**src/rtl/fsusp_pkg.sv**
```systemverilog
package fsusp_pkg;
  typedef enum logic [1:0] {
    ST_IDLE = 2'd0,
    ST_CMD  = 2'd1,
    ST_WAIT = 2'd2,
    ST_POLL = 2'd3
  } fsuspState_t;

  typedef struct packed {
    logic loadDelay;
    logic clrFail;
    logic incFail;
  } dpStrobe_t;
endpackage

```
**src/rtl/fsusp_dpath.sv**
```systemverilog
module fsusp_dpath
  import fsusp_pkg::*;
#(
  parameter int DLY_W       = 10,
  parameter int RETRY_W     = 7,
  parameter int STAT_W      = 16,
  parameter int SHORT_SHIFT = 2,
  parameter int LONG_SHIFT  = 7
) (
  input  logic               clk,
  input  logic               rstN,
  input  dpStrobe_t          strb,
  input  logic               opResume,
  input  logic               spiTick,
  input  logic [DLY_W-1:0]   delayField,
  input  logic               longMul,
  input  logic [STAT_W-1:0]  rdData,
  input  logic               twoBytes,
  input  logic [STAT_W-1:0]  statusMask,
  input  logic [RETRY_W-1:0] retryLimit,
  output logic               delayDone,
  output logic               wipBusy,
  output logic               bitsMatch,
  output logic               retryExhaust
);
  localparam int CNT_W  = DLY_W + LONG_SHIFT;
  localparam int BYTE_W = STAT_W / 2;

  logic [CNT_W-1:0]   delayCnt;
  logic [RETRY_W-1:0] failCnt;
  logic [STAT_W-1:0]  validMask;
  logic [STAT_W-1:0]  susBits;

  always_ff @(posedge clk or negedge rstN) begin
    if (!rstN) begin
      delayCnt <= '0;
    end else if (strb.loadDelay) begin
      delayCnt <= longMul ? (CNT_W'(delayField) << LONG_SHIFT)
                          : (CNT_W'(delayField) << SHORT_SHIFT);
    end else if (spiTick && delayCnt != '0) begin
      delayCnt <= delayCnt - 1'b1;
    end
  end

  always_ff @(posedge clk or negedge rstN) begin
    if (!rstN) begin
      failCnt <= '0;
    end else if (strb.clrFail) begin
      failCnt <= '0;
    end else if (strb.incFail) begin
      failCnt <= failCnt + 1'b1;
    end
  end

  genvar gi;
  generate
    for (gi = 0; gi < STAT_W; gi++) begin : g_valid
      if (gi < BYTE_W) begin : g_low
        assign validMask[gi] = 1'b1;
      end else begin : g_high
        assign validMask[gi] = twoBytes;
      end
    end
  endgenerate

  assign susBits      = (rdData ^ statusMask) & validMask;
  assign bitsMatch    = opResume ? (susBits == '0) : (susBits != '0);
  assign wipBusy      = rdData[0];
  assign delayDone    = (delayCnt == '0);
  assign retryExhaust = ({1'b0, failCnt} + 1'b1) >= {1'b0, retryLimit};

  // a failure is only counted while the limit is still ahead
  assert_fail_bound_R7: assert property (@(posedge clk) disable iff (!rstN)
    strb.incFail |-> (({1'b0, failCnt} + 1'b1) < {1'b0, retryLimit}));

  // the wait counter only ever moves down between loads
  assert_delay_down_R3: assert property (@(posedge clk) disable iff (!rstN)
    !strb.loadDelay && delayCnt != '0 |=> delayCnt <= $past(delayCnt));
endmodule

```
**src/rtl/fsusp_ctrl.sv**
```systemverilog
module fsusp_ctrl
  import fsusp_pkg::*;
#(
  parameter int CMD_W  = 8,
  parameter int STAT_W = 16
) (
  input  logic              clk,
  input  logic              rstN,
  input  logic              suspStart,
  input  logic              resumeStart,
  input  logic [CMD_W-1:0]  suspCmd,
  input  logic [CMD_W-1:0]  resumeCmd,
  input  logic [STAT_W-1:0] pollCmd,
  input  logic              pollCmdWide,
  input  logic              pollTwoBytes,
  input  logic              suspCheckEn,
  input  logic              resumeCheckEn,
  input  logic              chainResume,
  input  logic              suspWaitEn,
  input  logic              resumeWaitEn,
  input  logic              txnDone,
  input  logic              delayDone,
  input  logic              wipBusy,
  input  logic              bitsMatch,
  input  logic              retryExhaust,
  output dpStrobe_t         strb,
  output logic              opResume,
  output logic              txnReq,
  output logic [STAT_W-1:0] txnCmd,
  output logic [4:0]        txnCmdLen,
  output logic [1:0]        txnRdBytes,
  output logic              suspBusy,
  output logic              resumeBusy,
  output logic              suspended,
  output logic              suspEndPulse,
  output logic              resumeEndPulse
);
  fsuspState_t state;
  logic waitEn, checkEn, pollPass;

  assign waitEn   = opResume ? resumeWaitEn : suspWaitEn;
  assign checkEn  = opResume ? resumeCheckEn : suspCheckEn;
  assign pollPass = !wipBusy && (!checkEn || bitsMatch || retryExhaust);

  always_comb begin
    strb       = '0;
    txnReq     = 1'b0;
    txnCmd     = '0;
    txnCmdLen  = 5'd0;
    txnRdBytes = 2'd0;
    case (state)
      ST_CMD: begin
        txnReq    = 1'b1;
        txnCmd    = STAT_W'(opResume ? resumeCmd : suspCmd);
        txnCmdLen = 5'(CMD_W);
        strb.clrFail   = txnDone;
        strb.loadDelay = txnDone && waitEn;
      end
      ST_POLL: begin
        txnReq     = 1'b1;
        txnCmd     = pollCmdWide ? pollCmd : {{(STAT_W-8){1'b0}}, pollCmd[7:0]};
        txnCmdLen  = pollCmdWide ? 5'd16 : 5'd8;
        txnRdBytes = pollTwoBytes ? 2'd2 : 2'd1;
        strb.incFail = txnDone && !wipBusy && checkEn && !bitsMatch && !retryExhaust;
      end
      default: ;
    endcase
  end

  always_ff @(posedge clk or negedge rstN) begin
    if (!rstN) begin
      state          <= ST_IDLE;
      opResume       <= 1'b0;
      suspBusy       <= 1'b0;
      resumeBusy     <= 1'b0;
      suspended      <= 1'b0;
      suspEndPulse   <= 1'b0;
      resumeEndPulse <= 1'b0;
    end else begin
      suspEndPulse   <= 1'b0;
      resumeEndPulse <= 1'b0;
      case (state)
        ST_IDLE: begin
          if (suspStart) begin
            opResume <= 1'b0;
            suspBusy <= 1'b1;
            state    <= ST_CMD;
          end else if (resumeStart) begin
            opResume   <= 1'b1;
            resumeBusy <= 1'b1;
            state      <= ST_CMD;
          end
        end
        ST_CMD: if (txnDone) state <= waitEn ? ST_WAIT : ST_POLL;
        ST_WAIT: if (delayDone) state <= ST_POLL;
        ST_POLL: begin
          if (txnDone && pollPass) begin
            if (!opResume) begin
              suspEndPulse <= 1'b1;
              suspended    <= 1'b1;
              suspBusy     <= 1'b0;
              if (chainResume) begin
                opResume   <= 1'b1;
                resumeBusy <= 1'b1;
                state      <= ST_CMD;
              end else begin
                state <= ST_IDLE;
              end
            end else begin
              resumeEndPulse <= 1'b1;
              suspended      <= 1'b0;
              resumeBusy     <= 1'b0;
              state          <= ST_IDLE;
            end
          end
        end
        default: state <= ST_IDLE;
      endcase
    end
  end

  assert_busy_onehot_R10: assert property (@(posedge clk) disable iff (!rstN)
    $onehot0({suspBusy, resumeBusy}));

  assert_req_stable_R2: assert property (@(posedge clk) disable iff (!rstN)
    txnReq && !txnDone |=> txnReq && $stable(txnCmd) && $stable(txnRdBytes));

  assert_susp_flag_R8: assert property (@(posedge clk) disable iff (!rstN)
    suspEndPulse |-> suspended);

  assert_resume_flag_R8: assert property (@(posedge clk) disable iff (!rstN)
    resumeEndPulse |-> !suspended);

  assert_chain_R9: assert property (@(posedge clk) disable iff (!rstN)
    suspEndPulse && chainResume |-> resumeBusy);
endmodule

```
**src/rtl/flash_susp_ctrl.sv**
```systemverilog
module flash_susp_ctrl
  import fsusp_pkg::*;
#(
  parameter int CMD_W   = 8,
  parameter int STAT_W  = 16,
  parameter int DLY_W   = 10,
  parameter int RETRY_W = 7
) (
  input  logic               clk,
  input  logic               rstN,
  input  logic               suspStart,
  input  logic               resumeStart,
  input  logic [CMD_W-1:0]   suspCmd,
  input  logic [CMD_W-1:0]   resumeCmd,
  input  logic [STAT_W-1:0]  pollCmd,
  input  logic               pollCmdWide,
  input  logic               pollTwoBytes,
  input  logic [STAT_W-1:0]  statusMask,
  input  logic               suspCheckEn,
  input  logic               resumeCheckEn,
  input  logic [RETRY_W-1:0] retryLimit,
  input  logic               chainResume,
  input  logic [DLY_W-1:0]   delayField,
  input  logic               suspWaitEn,
  input  logic               resumeWaitEn,
  input  logic               suspWaitLong,
  input  logic               resumeWaitLong,
  input  logic               spiTick,
  output logic               txnReq,
  output logic [STAT_W-1:0]  txnCmd,
  output logic [4:0]         txnCmdLen,
  output logic [1:0]         txnRdBytes,
  input  logic               txnDone,
  input  logic [STAT_W-1:0]  txnRdData,
  output logic               suspBusy,
  output logic               resumeBusy,
  output logic               suspended,
  output logic               suspEndPulse,
  output logic               resumeEndPulse
);
  dpStrobe_t strb;
  logic opResume, delayDone, wipBusy, bitsMatch, retryExhaust;

  fsusp_ctrl #(.CMD_W(CMD_W), .STAT_W(STAT_W)) u_ctrl (
    .clk(clk), .rstN(rstN), .suspStart(suspStart), .resumeStart(resumeStart),
    .suspCmd(suspCmd), .resumeCmd(resumeCmd), .pollCmd(pollCmd),
    .pollCmdWide(pollCmdWide), .pollTwoBytes(pollTwoBytes),
    .suspCheckEn(suspCheckEn), .resumeCheckEn(resumeCheckEn),
    .chainResume(chainResume), .suspWaitEn(suspWaitEn), .resumeWaitEn(resumeWaitEn),
    .txnDone(txnDone), .delayDone(delayDone), .wipBusy(wipBusy),
    .bitsMatch(bitsMatch), .retryExhaust(retryExhaust), .strb(strb),
    .opResume(opResume), .txnReq(txnReq), .txnCmd(txnCmd), .txnCmdLen(txnCmdLen),
    .txnRdBytes(txnRdBytes), .suspBusy(suspBusy), .resumeBusy(resumeBusy),
    .suspended(suspended), .suspEndPulse(suspEndPulse), .resumeEndPulse(resumeEndPulse)
  );

  fsusp_dpath #(.DLY_W(DLY_W), .RETRY_W(RETRY_W), .STAT_W(STAT_W)) u_dpath (
    .clk(clk), .rstN(rstN), .strb(strb), .opResume(opResume), .spiTick(spiTick),
    .delayField(delayField), .longMul(opResume ? resumeWaitLong : suspWaitLong),
    .rdData(txnRdData), .twoBytes(pollTwoBytes), .statusMask(statusMask),
    .retryLimit(retryLimit), .delayDone(delayDone), .wipBusy(wipBusy),
    .bitsMatch(bitsMatch), .retryExhaust(retryExhaust)
  );
endmodule

```
**config.mk**
```make
export PLATFORM = sky130hd
export DESIGN_NAME = flash_susp_ctrl
export DESIGN_NICKNAME = d
export VERILOG_FILES = /design/src/rtl/fsusp_pkg.sv /design/src/rtl/fsusp_dpath.sv /design/src/rtl/fsusp_ctrl.sv /design/src/rtl/flash_susp_ctrl.sv
export SDC_FILE = /design/constraint.sdc
export NUM_CORES = 1
export LEC_CHECK = 0
export BUFFER_PORTS_ARGS = -buffer_cell sky130_fd_sc_hd__buf_2
export CORE_MARGIN = 8
export CORE_UTILIZATION = 25
export DETAILED_ROUTE_END_ITERATION = 10
export HOLD_SLACK_MARGIN = 0.03
export PLACE_DENSITY = 0.53
export SLEW_MARGIN = 20
export SYNTH_ARGS = -nofsm -noshare
export SYNTH_HDL_FRONTEND = slang
export SYNTH_SLANG_ARGS = --single-unit
export TNS_END_PERCENT = 20
```
**constraint.sdc**
```tcl
create_clock -name clk -period 2.7 [get_ports clk]
set_input_delay 0.27 -clock clk [delete_from_list [all_inputs] [get_ports clk]]
set_output_delay 0.27 -clock clk [all_outputs]
set_load 0.02 [all_outputs]
```
### After elaboration in Yosys (flattened, before gate mapping)

Index checks and enable logic that the tools add are counted.

* input bits: 96
* output and inout port bits: 29
* register bits after elaboration: 32

* reduce and logical (&&, ||, !) cells: 28
* add/subtract/negate cells: 3
* bitwise operators: 2
* muxes and demuxes: 49
* equal/unequal tests: 12
* magnitude comparators: 1

Operators by type and width (count)
* $mux W17: 3
* $pmux W16 S2: 1
* $mux W1: 27
* $logic_not A17 Y1: 1
* $reduce_bool A17 Y1: 1
* $sub A17 B1 Y17 const B: 1
* $and A16 B16 Y16: 1
* $logic_not A16 Y1: 1
* $mux W16: 1
* $mux W2: 8
* $reduce_bool A16 Y1: 1
* $xor A16 B16 Y16: 1
* $mux W7: 2
* $ne A2 B2 Y1 const B: 6
* $pmux W5 S2: 1
* $add A7 B1 Y8 const B: 1
* $ge A8 B7 Y1: 1
* $logic_and A1 B1 Y1: 8
* $mux W8: 1
* $pmux W2 S4: 1
* $reduce_and A4 Y1: 2
* $add A7 B1 Y7 const B: 1
* $pmux W1 S2: 3
* $reduce_bool A2 Y1: 3
* 13 further kinds: 18

### Depth between registers and ports, before layout

Gate-level depths: netlist of the first run.

* depth in word-level cells: 10
* gate-level depth with buffers: 10
* depth with buffers taken out: 10

### Cells and area by module

A second synthesis of the first run with hierarchy kept.

* cell total of the unflattened synthesis: 312
* area, all modules: 2775.2 µm²

Modules (own cells, without submodules)
* fsusp_dpath: cells an instance 218, area an instance 1936.9 µm², times used 1
* fsusp_ctrl: cells an instance 93, area an instance 823.3 µm², times used 1
* flash_susp_ctrl: cells an instance 1, area an instance 15.0 µm², times used 1

### Worst setup path before layout of the first run

No wires, ideal clock.

* kind: register to register
* start point: register u_dpath.failCnt[0]
* end point: register u_ctrl.state[1]
* data required time: 2.575 ns
* setup time: 0.125 ns
* arrival: 2.713 ns
* setup slack: -0.138 ns
* cell stages (with the launch flop): 11
* cells stage by stage: dfrtp_1 -> and3_1 -> nand3_1 -> xnor2_1 -> ha_1 -> a21o_1 -> a211oi_1 -> o21ai_1 -> a2111oi_2 -> a311oi_4 -> mux2_4

* word-level cells in the longest chain between the ends: 7

RTL lines
* start: declaration: line fsusp_dpath.sv:30 `logic [RETRY_W-1:0] failCnt;`
* start signal: assignment: line fsusp_dpath.sv:51 `failCnt <= failCnt + 1'b1;`
* $add A7 B1 Y8: line fsusp_dpath.sv:70 `assign retryExhaust = ({1'b0, failCnt} + 1'b1) >= {1'b0, retryLimit};`
* $ge A8 B7 Y1: line fsusp_dpath.sv:70
* $logic_or A1 B1 Y1: line fsusp_ctrl.sv:43 `assign pollPass = !wipBusy && (!checkEn || bitsMatch || retryExhaust);`
* $logic_and A1 B1 Y1: line fsusp_ctrl.sv:43
* $logic_and A1 B1 Y1: line fsusp_ctrl.sv:97 `if (txnDone && pollPass) begin`
* $ne A2 B1 Y1 (no source line)
* $reduce_and A4 Y1 (no source line)
* end signal: assignment: line fsusp_ctrl.sv:94 `ST_CMD: if (txnDone) state <= waitEn ? ST_WAIT : ST_POLL;`
* end: declaration: line fsusp_ctrl.sv:38 `fsuspState_t state;`

Every way passes these cells.
A chain may end at the register's enable or synchronous reset.

### Final worst setup path of the first run

Ends and elaborated chain as after synthesis.

==> results of run 1 <==
==> power by group <==
group	switching, uW	internal (uW)	total, uW
registers	192	661	853
logic	1050	844	1900
clock network	217	486	703
total	1460	1990	3450
==> cells in the final DEF (no fill, tap or decap), types with 3 or more instances in the layout <==
| cell type | netlist | layout |
|---|---|---|
| buf_2 | 0 | 121 |
| nand2_1 | 32 | 32 |
| dfrtp_1 | 32 | 32 |
| xnor2_1 | 28 | 27 |
| buf_4 | 5 | 25 |
| a21oi_1 | 20 | 19 |
| inv_1 | 16 | 16 |
| and3_1 | 16 | 15 |
| nor2_1 | 15 | 15 |
| mux2i_1 | 15 | 15 |
| o21ai_0 | 12 | 12 |
| nand3_1 | 14 | 12 |
| ha_1 | 14 | 12 |
| mux2_2 | 9 | 9 |
| a22o_1 | 9 | 9 |
| nand4_1 | 9 | 9 |
| nand2b_1 | 9 | 9 |
| nor2b_1 | 6 | 6 |
| or2_2 | 5 | 5 |
| and2_1 | 5 | 5 |
| xor2_1 | 5 | 5 |
| nor3_1 | 5 | 5 |
| clkbuf_16 | 0 | 5 |
| nor4_1 | 4 | 4 |
| a21o_1 | 3 | 3 |
| conb_1 | 1 | 3 |
==> repair_timing <==
action | CTS | global route
pin swaps | 5 | 4
gates resized for setup | 3 | 17
setup buffers | 1 | 3
setup endpoints to repair | 7 | 11
hold endpoints to repair | 0 | 0
==> routing by layer <==
metal | wire, um | vias up
met1 | 4380 | 1440
met2 | 4710 | 67
met5 | 0 | -
li1 | - | 1510
met4 | 161 | 0
met3 | 382 | 13
==> area by class of cell <==
cell class	instances	area (um^2)
Tap cell	143	179
Clock inverter	1	30.0
Multi-Input combinational cell	279	2110
Fill cell	1221	7270
Clock buffer	7	153
Timing Repair Buffer	148	816
Inverter	16	60.1
Sequential cell	32	801
==> path summary, 6_finish.rpt <==
kind	start	endpoint	slack [ns]	depth (start not counted)
worst max-delay path	u_dpath.failCnt[0]	u_ctrl.state[1]	-0.03	10
worst max register to register	u_dpath.failCnt[0]	u_ctrl.state[1]	-0.03	10
min in group clk	delayField[1]	u_dpath.delayCnt[3]	0.24	3
worst min-delay path	rstN	u_ctrl.suspEndPulse	0.07	1
max in group asynchronous	rstN	u_ctrl.state[1]	2.13	1
worst min register to register	u_dpath.delayCnt[1]	u_dpath.delayCnt[1]	0.54	2
==> state kept, by name, summed over array words and instances (netlist names) <==
register / count
u_ctrl.opResume: 1
u_ctrl.resumeBusy: 1
u_ctrl.resumeEndPulse: 1
u_ctrl.state: 2
u_ctrl.suspBusy: 1
u_ctrl.suspEndPulse: 1
u_ctrl.suspended: 1
u_dpath.delayCnt: 17
u_dpath.failCnt: 7
==> logic make-up after synthesis <==
group	Yosys count
AO/OA/AOI/OAI	68
adder cells (fa/ha/maj)	14
multiplexers	25
other	1
AND/OR/NAND/NOR	136
flip-flops	32
buffers and inverters	32
XOR/XNOR	33
==> per-stage QoR <==
step | power, uW | utilization, %
floorplan | 2100 | -
global placement | 2670 | 33.6
detailed placement | 2710 | 33.6
CTS | 3450 | 35.3
global route | 3720 | 36.3
finish | 3450 | 36.3
==> results.sh, run 1 <==
export IMPL_status="finished with violations"
export IMPL_violations="negative setup slack"
export IMPL_grt_max_degree=33
export IMPL_synth_warnings=0
export IMPL_clock_skew_ns=0.00379
export IMPL_syn_area_um2=2930
export IMPL_finalSetupViolCount=2
export IMPL_grt_pass1_vias=3130
export IMPL_crit_path_start_kind="flip-flop"
export IMPL_grt_busiest_layer="met2"
export IMPL_synthFlopType="dfrtp_1"
export IMPL_critical_path_top_delay_family="compound AO/OA/AOI/OAI gates"
export IMPL_netlist_top_cells_count="dfrtp_1 (32), nand2_1 (32), xnor2_1 (28)"
export IMPL_die_x_um=124
export IMPL_globalplace_congestion=0.790
export IMPL_place_inst=614
export IMPL_setup_ws_ns=-0.0274
export IMPL_synth_top_area_cell="dfrtp_1"
export IMPL_remaining_drc_errors=0
export IMPL_tightest_slew_ns=0.783
export IMPL_drtPass1Iterations=4
export IMPL_netlist_top_cells_area="dfrtp_1 (27%), xnor2_1 (8.4%), ha_1 (6.0%)"
export IMPL_synthAdderAreaFrac_pct=5.98
export IMPL_grt_util_met2_pct=20.3
export IMPL_path_buf_inv=0
export IMPL_root_buffer="clkbuf_16"
export IMPL_globalRouteMet1Util_pct=15.1
export IMPL_num_antenna_cells=0
export IMPL_vias=3030
export IMPL_cp_required_ns=2.87
export IMPL_hpwl_um=7650
export IMPL_clk_latency_ns=0.28
export IMPL_gr_usage_all_layers_pct=12.1
export IMPL_h_tree_depth=2
export IMPL_max_cap_violations=0
export IMPL_ys_async_sr_fraction_pct=100
export IMPL_slew_headroom_pct=47.8
export IMPL_use_met3_pct=2.55
export IMPL_path_cells="ha_2, and3_4, nand3_4, xnor2_2, ha_4, o2111a_1, o31a_1, nor2_4, a311oi_4, mux2_4"
export IMPL_detail_route_antenna_nets=0
export IMPL_routed_wl_um=9630
export IMPL_min_path_type="in2async"
export IMPL_synthXorXnorAreaFrac_pct=9.86
export IMPL_final_cell_area_um2=4150
export IMPL_synthDistinctLibCells=56
export IMPL_nets=592
export IMPL_grt_pass1_wl_um=15800
export IMPL_synth_area_per_cell_um2=8.60
export IMPL_cts_sinks=32
export IMPL_die_area_um2=15400
export IMPL_cts_buffer_depth=2
export IMPL_muxShareOfSynthArea_pct=9.09
export IMPL_path_class="reg2reg"
export IMPL_grt_overflow_total=0
export IMPL_finalHoldViolations=0
export IMPL_synth_edf_count=0
export IMPL_area_delta_synth_final_pct=41.5
export IMPL_ys_seq_area_share_pct=27.3
export IMPL_cp_max_fo=6
export IMPL_final_cells=626
export IMPL_cts_tree="yes"
export IMPL_synth_compound_area_share_pct=16.4
export IMPL_cts_hold_buffers=0
export IMPL_powerDensity_nw_per_um2=832
export IMPL_fmax_ghz=0.367
export IMPL_avgRoutedWirePerCell_um=15.4
export IMPL_synthCells=341
export IMPL_min_period_ns=2.73
export IMPL_synth_top_family_by_area="simple AND/OR/NAND/NOR gates"
export IMPL_rsz0062_at_grt="true"
export IMPL_core_area_um2=11400
export IMPL_die_h_um=124
export IMPL_slew_viol_final=0
export IMPL_rows=39
export IMPL_path_clk_slew_ns=0.05
export IMPL_setup_tns_ns=-0.0298
export IMPL_port_buffer_count=121
export IMPL_via_per_inst=4.84
export IMPL_synthSimpleGateAreaFrac_pct=26.2
export IMPL_cp_slowest_cell="o31a_1"
export IMPL_period_share_pct=101
export IMPL_setup_worst_path_end_class="flip-flop"
export IMPL_drive_gt1_share_pct=40.8
export IMPL_synth_seq_cells=32
export IMPL_yosysTopAreaCellShare_pct=27.3
export IMPL_place_ws_ns=-0.0496
export IMPL_leakagePower_uw=0.00203
export IMPL_place_area_um2=3830
export IMPL_critPathMaxStageDelay_ns=0.38
export IMPL_holdWs_ns=0.0703
export IMPL_start_util_pct=25.7
export IMPL_cp_data_arrival_time_ns=2.90
export IMPL_peakVddDrop_mv=0.412
export IMPL_cts_inserted_buffers=5
export IMPL_initialDrtViolationCount=149
export IMPL_antenna_found_initial=0
export IMPL_ios=125
No activity file was read; power rests on OpenSTA's default activity.
==> inputs of run 2 (changes only) <==
--- a/config.mk
+++ b/config.mk
@@ -6,6 +6,7 @@
 export NUM_CORES = 1
 export LEC_CHECK = 0
 export BUFFER_PORTS_ARGS = -buffer_cell sky130_fd_sc_hd__buf_2
+export CORE_ASPECT_RATIO = 1.2
 export CORE_MARGIN = 8
 export CORE_UTILIZATION = 25
 export DETAILED_ROUTE_END_ITERATION = 10
==> results.sh, run 2 (same netlist as run 1, synthesis figures left out) <==
export IMPL_status="finished with violations"
export IMPL_violations="negative setup slack"
export IMPL_path_clk_slew_ns=0.06
export IMPL_wl_met1_um=4050
export IMPL_clkPwrFrac_pct=19.4
export IMPL_place_inst=627
export IMPL_area_delta_synth_final_pct=38.8
export IMPL_final_cells=637
export IMPL_clock_skew_ns=0.00532
export IMPL_hpwl_um=8080
export IMPL_p_sw_uw=1410
export IMPL_routed_top_layer="met4"
export IMPL_register_area_um2=801
export IMPL_cts_hold_buffers=0
export IMPL_cts_tree="yes"
export IMPL_multiInputGateArea_um2=2060
export IMPL_path_class="reg2reg"
export IMPL_min_period_ns=2.74
export IMPL_routed_wl_um=9750
export IMPL_largest_register_ff_count=17
export IMPL_leakagePower_uw=0.00199
export IMPL_die_area_um2=15500
export IMPL_rsz0062_at_grt="true"
export IMPL_avgRoutedWirePerCell_um=15.3
export IMPL_powerDensity_nw_per_um2=819
export IMPL_start_util_pct=25.5
export IMPL_intPower_uw=1920
export IMPL_peakVddDrop_mv=0.444
export IMPL_gr_usage_all_layers_pct=12.6
export IMPL_detail_route_antenna_nets=0
export IMPL_port_buffer_count=121
export IMPL_setup_ws_ns=-0.0406
export IMPL_remaining_drc_errors=0
export IMPL_place_ws_ns=-0.0936
export IMPL_largest_register="u_dpath.delayCnt"
export IMPL_fmax_ghz=0.365
export IMPL_vias=3034
export IMPL_drive_gt1_share_pct=39.4
export IMPL_antenna_found_initial=0
export IMPL_finalHoldViolations=0
export IMPL_p_comb_share_pct=54.9
export IMPL_cts_inserted_buffers=5
export IMPL_grt_pass1_vias=3329
export IMPL_finalSetupViolCount=3
export IMPL_max_cap_violations=0
export IMPL_grt_pass1_wl_um=15800
export IMPL_cp_max_fo=7
export IMPL_cp_data_arrival_time_ns=2.94
export IMPL_die_x_um=115
export IMPL_nets=589
export IMPL_period_share_pct=102
export IMPL_fin_util_pct=35.3
export IMPL_clk_latency_ns=0.28
export IMPL_r2r_cells=10
export IMPL_initialDrtViolationCount=110
export IMPL_die_h_um=135
export IMPL_ios=125
export IMPL_wl_met2_um=4710
export IMPL_final_cell_mix="buf_2 (121), nand2_1 (32), dfrtp_1 (32)"
export IMPL_fillers=1235
export IMPL_slew_headroom_pct=48.2
export IMPL_h_tree_depth=2
export IMPL_cp_required_ns=2.90
export IMPL_layout_commonest_cell="buf_2"
export IMPL_dr_wl_met3_um=867
export IMPL_grt_overflow_total=0
export IMPL_globalplace_congestion=0.834
export IMPL_min_path_type="in2async"
export IMPL_core_area_um2=11500
export IMPL_holdWs_ns=0.0690
export IMPL_slew_viol_final=0
export IMPL_drtPass1Iterations=5
export IMPL_reg_top3="u_dpath.delayCnt: 17 flops, u_dpath.failCnt: 7 flops, u_ctrl.state: 2 flops"
export IMPL_via_per_inst=4.76
export IMPL_cts_sinks=32
export IMPL_netSwitchingFraction_pct=42.5
export IMPL_setup_worst_path_end_class="flip-flop"
export IMPL_num_antenna_cells=0
export IMPL_tightest_slew_ns=0.777
export IMPL_root_buffer="clkbuf_16"
export IMPL_grt_max_degree=33
export IMPL_crit_path_start_kind="flip-flop"
export IMPL_cts_buffer_depth=2
export IMPL_rows=43
export IMPL_p_seq_share_pct=25.7
run 2: final timing paths:
path                               startpoint              endpoint  slack, ns
setup / recovery           u_dpath.failCnt[0]    u_dpath.failCnt[6]      -0.04
hold / removal                           rstN  u_dpath.delayCnt[10]       0.07
setup reg to reg           u_dpath.failCnt[0]    u_dpath.failCnt[6]      -0.04
hold reg to reg              u_ctrl.suspended      u_ctrl.suspended       0.54
max in group asynchronous                rstN    u_dpath.failCnt[6]       2.13
min in group clk                delayField[1]   u_dpath.delayCnt[3]       0.24
run 2: through the flow:
step	setup TNS, ns	instance area [um^2]	power, uW
3_5_place_dp	-0.307	3840	2680
6_report	-0.113	4070	3330
5_1_grt	-1.59	4070	3590
3_3_place_gp	0	3840	2650
4_1_cts	-0.0289	4030	3360
2_1_floorplan	0	2960	2100
run 2: per-layer routing:
layer  vias up  global-route usage (%)
met3         8                    4.69
met1      1392                    13.6
li1       1498                       -
met5         -                       0
met4         0                    3.37
met2       136                    22.6
run 2: cell type report:
| type | instances | area share [%] |
|---|---|---|
| clock buffers | 6 | 3.17 |
| clock inverters | 2 | 0.861 |
| inverters | 16 | 1.48 |
| multi-input cells | 279 | 50.6 |
| flip-flops and latches | 32 | 19.7 |
| well taps | 157 | 4.83 |
| repair buffers | 145 | 19.4 |
run 2: power by group through the flow:
stage,Clock [uW],Combinational [uW],Sequential (uW)
3_3_place_gp,0,1800,851
5_1_grt,679,2020,884
3_5_place_dp,0,1830,855
2_1_floorplan,0,1260,840
4_1_cts,663,1850,852
6_report,645,1830,856
run 2: worst max-delay path: stages, from the launching register on:
cell and delay (ns):
dfrtp_1 0.39, ha_2 0.20, and3_4 0.22, nand3_4 0.09
xnor2_2 0.15, ha_1 0.34, a211oi_2 0.26, o21ai_2 0.17
or4_1 0.49, mux2i_1 0.17, mux2i_1 0.20
run 2: repair_timing:
item                       4_1_cts  5_1_grt
buffers inserted                 1        1
setup endpoints to repair        7       13
gates resized for setup          3        7
pin swaps                        5        0
